`config.mk`:
```
export PLATFORM = sky130hd
export DESIGN_NAME = cpw_ctrl
export DESIGN_NICKNAME = d
export VERILOG_FILES = /design/src/rtl/cpw_pkg.sv /design/src/rtl/cpw_rst_sync.sv /design/src/rtl/cpw_wake.sv /design/src/rtl/cpw_mode_fsm.sv /design/src/rtl/cpw_wdt.sv /design/src/rtl/cpw_ctrl.sv
export SDC_FILE = /design/constraint.sdc
export NUM_CORES = 1
export LEC_CHECK = 0
export BUFFER_PORTS_ARGS = -buffer_cell sky130_fd_sc_hd__buf_2
export CELL_PAD_IN_SITES_DETAIL_PLACEMENT = 1
export CELL_PAD_IN_SITES_GLOBAL_PLACEMENT = 2
export CORE_MARGIN = 1
export CORE_UTILIZATION = 36
export DETAILED_ROUTE_END_ITERATION = 10
export GPL_TIMING_DRIVEN = 0
export PLACE_DENSITY_LB_ADDON = 0.3
export REMOVE_ABC_BUFFERS = 1
export SLEW_MARGIN = 20
export SYNTH_ARGS = -nofsm -noshare
export SYNTH_HDL_FRONTEND = slang
export SYNTH_HIERARCHICAL = 1
export SYNTH_SLANG_ARGS = --single-unit
```
`constraint.sdc`:
```
create_clock -name clk -period 1.3 [get_ports clk]
set_clock_uncertainty 0.1 [all_clocks]
set_input_delay 0.13 -clock clk [delete_from_list [all_inputs] [get_ports clk]]
set_output_delay 0.13 -clock clk [all_outputs]
set_load 0.02 [all_outputs]
```
`src/rtl/cpw_pkg.sv`:
```
package cpw_pkg;

  typedef enum logic [1:0] {
    MODE_RUN    = 2'd0,
    MODE_IDLE   = 2'd1,
    MODE_PDOWN  = 2'd2,
    MODE_SETTLE = 2'd3
  } cpw_mode_e;

endpackage

```
`src/rtl/cpw_rst_sync.sv`:
```
module cpw_rst_sync (
  input  logic clk,
  input  logic rst_n,
  output logic rst_sync_n
);

  logic meta_q;
  logic sync_q;

  // assert immediately, release after two clock edges
  always_ff @(posedge clk or negedge rst_n) begin
    if (!rst_n) begin
      meta_q <= 1'b0;
      sync_q <= 1'b0;
    end else begin
      meta_q <= 1'b1;
      sync_q <= meta_q;
    end
  end

  assign rst_sync_n = sync_q;

endmodule

```
`src/rtl/cpw_wake.sv`:
```
module cpw_wake #(
  parameter int N_IRQ = 4
) (
  input  logic [N_IRQ-1:0] irq_pend,
  input  logic [N_IRQ-1:0] irq_en,
  output logic             wake
);

  logic [N_IRQ-1:0] hit;

  genvar gi;
  generate
    for (gi = 0; gi < N_IRQ; gi++) begin : g_line
      assign hit[gi] = irq_pend[gi] & irq_en[gi];
    end
  endgenerate

  assign wake = |hit;

endmodule

```
`src/rtl/cpw_mode_fsm.sv`:
```
module cpw_mode_fsm
  import cpw_pkg::*;
#(
  parameter int SETTLE_CYC = 16
) (
  input  logic clk,
  input  logic rst_n,
  input  logic ctl_wr,
  input  logic ctl_pd,
  input  logic ctl_idle,
  input  logic ctl_fast,
  input  logic ctl_wdt_en,
  input  logic wake,
  output logic osc_run,
  output logic cpu_clk_en,
  output logic fast_en,
  output logic wdt_en,
  output logic pd_err
);

  localparam int SW = (SETTLE_CYC > 1) ? $clog2(SETTLE_CYC) : 1;
  localparam logic [SW-1:0] STL_LAST = SW'(SETTLE_CYC - 1);

  cpw_mode_e     state_q, state_d;
  logic [SW-1:0] stl_q, stl_d;
  logic          fast_q, fast_d;
  logic          wen_q, wen_d;
  logic          err_q, err_d;

  logic wr_ok;
  logic pd_blocked;

  assign wr_ok      = ctl_wr && (state_q == MODE_RUN);
  assign pd_blocked = ctl_pd && (fast_q || ctl_fast);

  always_comb begin
    state_d = state_q;
    stl_d   = stl_q;
    fast_d  = fast_q;
    wen_d   = wen_q;
    err_d   = err_q;
    unique case (state_q)
      MODE_RUN: begin
        if (wr_ok) begin
          fast_d = ctl_fast;
          wen_d  = ctl_wdt_en;
          err_d  = pd_blocked;
          if (ctl_pd && !pd_blocked) begin
            state_d = MODE_PDOWN;
          end else if (!ctl_pd && ctl_idle) begin
            state_d = MODE_IDLE;
          end
        end
      end
      MODE_IDLE: begin
        if (wake) state_d = MODE_RUN;
      end
      MODE_PDOWN: begin
        if (wake) begin
          state_d = MODE_SETTLE;
          stl_d   = '0;
        end
      end
      MODE_SETTLE: begin
        if (stl_q == STL_LAST) begin
          state_d = MODE_RUN;
        end else begin
          stl_d = stl_q + 1'b1;
        end
      end
      default: state_d = MODE_RUN;
    endcase
  end

  always_ff @(posedge clk or negedge rst_n) begin
    if (!rst_n) begin
      state_q <= MODE_RUN;
      stl_q   <= '0;
      fast_q  <= 1'b0;
      wen_q   <= 1'b0;
      err_q   <= 1'b0;
    end else begin
      state_q <= state_d;
      stl_q   <= stl_d;
      fast_q  <= fast_d;
      wen_q   <= wen_d;
      err_q   <= err_d;
    end
  end

  assign osc_run    = (state_q != MODE_PDOWN);
  assign cpu_clk_en = (state_q == MODE_RUN);
  assign fast_en    = fast_q;
  assign wdt_en     = wen_q;
  assign pd_err     = err_q;

  assert_pd_stops_clocks_R2: assert property (@(posedge clk) disable iff (!rst_n)
    (wr_ok && ctl_pd && !fast_q && !ctl_fast) |=> (!osc_run && !cpu_clk_en));

  assert_idle_keeps_osc_R3: assert property (@(posedge clk) disable iff (!rst_n)
    (wr_ok && ctl_idle && !ctl_pd) |=> (osc_run && !cpu_clk_en));

  assert_idle_wake_R4: assert property (@(posedge clk) disable iff (!rst_n)
    (state_q == MODE_IDLE && wake) |=> cpu_clk_en);

  assert_pd_stays_without_wake_R4: assert property (@(posedge clk) disable iff (!rst_n)
    (state_q == MODE_PDOWN && !wake) |=> !osc_run);

  assert_pd_wake_settles_R5: assert property (@(posedge clk) disable iff (!rst_n)
    (state_q == MODE_PDOWN && wake) |=> (osc_run && !cpu_clk_en));

  assert_fast_blocks_pd_R7: assert property (@(posedge clk) disable iff (!rst_n)
    (wr_ok && pd_blocked) |=> (osc_run && cpu_clk_en && pd_err));

  assert_gated_write_ignored_R11: assert property (@(posedge clk) disable iff (!rst_n)
    (ctl_wr && !cpu_clk_en) |=> ($stable(fast_en) && $stable(wdt_en) && $stable(pd_err)));

endmodule

```
`src/rtl/cpw_wdt.sv`:
```
module cpw_wdt #(
  parameter int unsigned CLK_HZ = 6_000_000
) (
  input  logic clk,
  input  logic rst_n,
  input  logic wdt_on,
  input  logic osc_run,
  input  logic kick,
  output logic wdt_rst
);

  localparam longint unsigned TICKS = (longint'(CLK_HZ) * 64) / 100;
  localparam int W = $clog2(TICKS);
  localparam logic [W-1:0] CNT_LAST = W'(TICKS - 1);

  logic [W-1:0] cnt_q, cnt_d;
  logic         rst_q, rst_d;
  logic         cnt_en;

  assign cnt_en = wdt_on && osc_run;

  always_comb begin
    cnt_d = cnt_q;
    rst_d = 1'b0;
    if (kick || !wdt_on) begin
      cnt_d = '0;
    end else if (cnt_en) begin
      if (cnt_q == CNT_LAST) begin
        cnt_d = '0;
        rst_d = 1'b1;
      end else begin
        cnt_d = cnt_q + 1'b1;
      end
    end
  end

  always_ff @(posedge clk or negedge rst_n) begin
    if (!rst_n) begin
      cnt_q <= '0;
      rst_q <= 1'b0;
    end else begin
      cnt_q <= cnt_d;
      rst_q <= rst_d;
    end
  end

  assign wdt_rst = rst_q;

  assert_pulse_single_R8: assert property (@(posedge clk) disable iff (!rst_n)
    wdt_rst |=> !wdt_rst);

  assert_off_no_pulse_R8: assert property (@(posedge clk) disable iff (!rst_n)
    !wdt_on |=> !wdt_rst);

  assert_kick_restarts_R9: assert property (@(posedge clk) disable iff (!rst_n)
    kick |=> !wdt_rst);

  assert_frozen_when_osc_off_R10: assert property (@(posedge clk) disable iff (!rst_n)
    (wdt_on && !osc_run && !kick) |=> ($stable(cnt_q) && !wdt_rst));

endmodule

```
`src/rtl/cpw_ctrl.sv`:
```
module cpw_ctrl #(
  parameter int          N_IRQ      = 4,
  parameter int unsigned CLK_HZ     = 6_000_000,
  parameter int          SETTLE_CYC = 16
) (
  input  logic             clk,
  input  logic             rst_n,
  input  logic             ctl_wr,
  input  logic             ctl_pd,
  input  logic             ctl_idle,
  input  logic             ctl_fast,
  input  logic             ctl_wdt_en,
  input  logic             wdt_kick,
  input  logic [N_IRQ-1:0] irq_pend,
  input  logic [N_IRQ-1:0] irq_en,
  output logic             osc_run,
  output logic             cpu_clk_en,
  output logic             clk_div_sel,
  output logic             wdt_rst,
  output logic             pd_err
);

  logic rst_sync_n;
  logic wake;
  logic wdt_en;
  logic fast_en;

  cpw_rst_sync u_rst (
    .clk        (clk),
    .rst_n      (rst_n),
    .rst_sync_n (rst_sync_n)
  );

  cpw_wake #(.N_IRQ(N_IRQ)) u_wake (
    .irq_pend (irq_pend),
    .irq_en   (irq_en),
    .wake     (wake)
  );

  cpw_mode_fsm #(.SETTLE_CYC(SETTLE_CYC)) u_fsm (
    .clk        (clk),
    .rst_n      (rst_sync_n),
    .ctl_wr     (ctl_wr),
    .ctl_pd     (ctl_pd),
    .ctl_idle   (ctl_idle),
    .ctl_fast   (ctl_fast),
    .ctl_wdt_en (ctl_wdt_en),
    .wake       (wake),
    .osc_run    (osc_run),
    .cpu_clk_en (cpu_clk_en),
    .fast_en    (fast_en),
    .wdt_en     (wdt_en),
    .pd_err     (pd_err)
  );

  cpw_wdt #(.CLK_HZ(CLK_HZ)) u_wdt (
    .clk     (clk),
    .rst_n   (rst_sync_n),
    .wdt_on  (wdt_en),
    .osc_run (osc_run),
    .kick    (wdt_kick),
    .wdt_rst (wdt_rst)
  );

  assign clk_div_sel = fast_en;

  assert_div_follows_write_R6: assert property (@(posedge clk) disable iff (!rst_sync_n)
    (ctl_wr && cpu_clk_en) |=> (clk_div_sel == $past(ctl_fast)));

endmodule

```
==> reports/qor.csv <==
stage,metric,value,unit
logic_synthesis,avgSynthCellArea,9.24,sq um
global_route,antenna_found_initial,0,
detailed_routing,drcViolationCount,0,
critical_path,required,1380,ps
critical_path,worstSetupStartpointType,flop,
sta,maxSlewViolCount,0,
sta,finalSetupViolCount,32,
placed_design,io_buffers,20,
detailed_routing,avgViaCountPerCell,5.59,
logic_synthesis,synth_most_common_cell,dfrtp_1,
logic_synthesis,ys.flop_type,dfrtp_1,
floorplan,die_w,75.4,um
logic_synthesis,synth.top_cell.area_share,43.8,%
detailed_routing,top_layer_used,met4,
placed_design,dp_slack,-1060,ps
logic_synthesis,yosys_warnings,6,
detailed_routing,drt.antenna.violating_nets,0,
logic_synthesis,ys_seq_area_share,43.8,%
logic_synthesis,ys_ff_latch,34,
critical_path,reg2reg_from,u_wdt/cnt_q[0]$_DFFE_PN0P_,
logic_synthesis,synthSimpleGateAreaFrac,32.0,%
critical_path,r2r_end,u_wdt/cnt_q[3]$_DFFE_PN0P_,
global_route,grt.overflow.total,0,
critical_path,worstSetupPathType,reg2reg,
critical_path,crit_end,u_wdt/cnt_q[3]$_DFFE_PN0P_,
clock_network,clockBufferDepth,2,
finish,drive_gt1_share,57.0,%
logic_synthesis,synthMuxAreaShare,2.58,%
global_route,grt_max_degree,33,
sta,tightestPinTransition,749,ps
floorplan,core_area,5140,sq um
sta,rsz0062_at_grt,true,
clock_network,cts_sinks,34,
logic_synthesis,synth_fa_ha_area_share,1.29,%
sta,min_period,1950,ps
sta,fmax,0.512,GHz
status,status,finished with violations,
placed_design,place_area,2080,sq um
clock_network,path_clk_slew,80,ps
logic_synthesis,synthTopCellsByCount,"34 x dfrtp_1, 29 x nand2_1, 18 x nor2_1",
detailed_routing,wire_per_inst,19.4,um
pwr,p_leak,1.37,nW
sta,max_slew_margin,50.1,%
floorplan,fp.dieArea,5690,sq um
placed_design,dp_hpwl,3460,um
critical_path,rrSetupSlack,-650,ps
logic_synthesis,synth_edf_count,0,
sta,report.final.hold_viol_count,0,
placed_design,gp_congestion,0.779,
hold_path,min_path_type,in2reg,
global_route,grtUsageTotal,24.2,%
finish,areaGrowthSynthToFinish,57.9,%
logic_synthesis,synth_top_family_by_area,simple AND/OR/NAND/NOR gates,
sta,finalWorstSetupSlack,-655,ps
critical_path,worstRegToRegCells,8,
critical_path,cp_max_fo,6,
detailed_routing,totalWireLength,7000,um
clock_network,ctsHtreeMaxLevel,2,
logic_synthesis,synth_cell_types,52,
detailed_routing,via_count,2019,
logic_synthesis,synth_xor_area_share,3.61,%
critical_path,endpoint_kind,flop,
logic_synthesis,synth_area_leaders,"dfrtp_1 44%, nand2_1 5.6%, nor2_1 3.5%",
detailed_routing,dr_wl_met3,206,um
global_route,grt_pass1_vias,2047,
detailed_routing,route.met2.wl,3800,um
logic_synthesis,synth_compound_area_share,13.5,%
floorplan,row_count,26,
detailed_routing,met1_length,2780,um
detailed_routing,drtIter0Drc,83,
sta,period_share,150,%
logic_synthesis,syn_inst,210,
floorplan,die_y,75.4,um
finish,fin_area,3060,sq um
logic_synthesis,synth_top_cell_by_area,dfrtp_1,
logic_synthesis,async_flop_share,100,%
clock_network,cts_buffers,5,
floorplan,initial_core_util,37.8,%
floorplan,ios,21,
status,violations,negative setup slack,
finish,nets,308,
critical_path,cp.arrival,2040,ps
pwr,irDropWorstVdd,0.757,mV
global_route,grt_pass1_wl,9980,um
clock_network,clockRootBuffer,clkbuf_8,
finish,n_antenna_cell,0,
detailed_routing,drt_pass1_iterations,4,
pwr,powerDensity,1170,nW/um^2
critical_path,startpoint,u_wdt/cnt_q[0]$_DFFE_PN0P_,
flow_run,maxCapViolations,0,
finish,fill_cells,596,
logic_synthesis,syn-cell-area,1940,sq um
clock_network,cts_tree,built,
clock_network,clock_latency,290,ps
## where the power goes
part	internal [W]	leakage [nW]	switching, W
registers	0.00118	0.448	0.000141
clock network	0.000372	0.0450	0.000410
logic	0.000739	0.872	0.000745
## logic make-up after synthesis
group	count (synthesis)
flip-flops	34
XOR/XNOR	8
AO/OA/AOI/OAI	40
multiplexers	4
adder cells (fa/ha/maj)	2
buffers and inverters	11
other	1
AND/OR/NAND/NOR	110
## through the flow
stage	TNS, ps	instances	power, W	hold WS, ps	utilization [%]
4_1_cts	-11150	344	0.00340	26.9	54.1
5_1_grt	-14270	361	0.00378	62.7	59.6
3_5_place_dp	-19530	292	0.00206	-183	40.5
6_report	-12340	361	0.00359	31.3	59.6
2_1_floorplan	-11090	202	0.00180	-266	-
3_3_place_gp	-27820	292	0.00205	-185	40.5
## area by class of cell
cell class | instances | area, sq um | area share [%]
multi-input combinational | 165 | 1370 | 44.7
timing repair buffer | 81 | 647 | 21.1
inverter | 3 | 17.5 | 0.572
clock buffer | 6 | 72.6 | 2.37
clock inverter | 2 | 10.0 | 0.327
tap | 70 | 87.6 | 2.86
sequential | 34 | 861 | 28.1
## state kept, by name, summed over array words and instances, names as in the netlist
name              cells
u_rst/meta_q          1
u_rst/rst_sync_n      1
u_fsm/state_q         2
u_fsm/pd_err          1
u_wdt/cnt_q          22
u_fsm/stl_q           4
u_fsm/fast_en         1
u_fsm/wdt_en          1
u_wdt/wdt_rst         1
## layer usage
layer | vias to the layer above | global-route usage [%]
met4 | 0 | 14.2
met1 | 1005 | 26.5
met2 | 59 | 43.3
li1 | 936 | -
met5 | - | 0
met3 | 19 | 5.29
## cells in the final DEF (no fill, tap or decap), drive strengths merged, types with 3 or more instances in the layout
cell / count
a31oi: 4
buf: 78
nor3: 13
or4: 3
nor2: 18
a32o: 3
nand4: 7
nand2: 29
dlygate4sd3: 3
a21oi: 12
xor2: 5
o21ai: 10
xnor2: 3
dfrtp: 34
or3: 3
and4: 7
and3: 6
clkbuf: 6
nand3: 7
## critical path, cell delays in order, from the launching register on
cell and delay, ps:
dfrtp_1 380, buf_6 120, ha_4 140, nand2_4 70, or3_4 410, nor3_4 120, buf_6 170, o21ai_1 100
a32o_1 230
## how the worst min path moves through the flow
stage,from,cells after the start,endpoint,slack (ps)
3_5_place_dp,rst_n,1,u_rst/meta_q$_DFF_PN0_,-180
3_3_place_gp,rst_n,1,u_rst/rst_sync_n$_DFF_PN0_,-180
4_1_cts,rst_n,2,u_rst/rst_sync_n$_DFF_PN0_,30
6_report,ctl_pd,3,u_fsm/pd_err$_DFFE_PN0P_,30
2_1_floorplan,rst_n,0,u_rst/meta_q$_DFF_PN0_,-270
5_1_grt,ctl_pd,3,u_fsm/pd_err$_DFFE_PN0P_,60
## what timing repair did
item | 4_1_cts | 5_1_grt
pin swaps | 34 | 28
setup endpoints to repair | 33 | 33
resized for setup | 74 | 39
endpoints found under the hold margin | 4 | 0
setup buffers | 41 | 23
hold buffers | 3 | 0
Power figures use the tool's default switching activity.
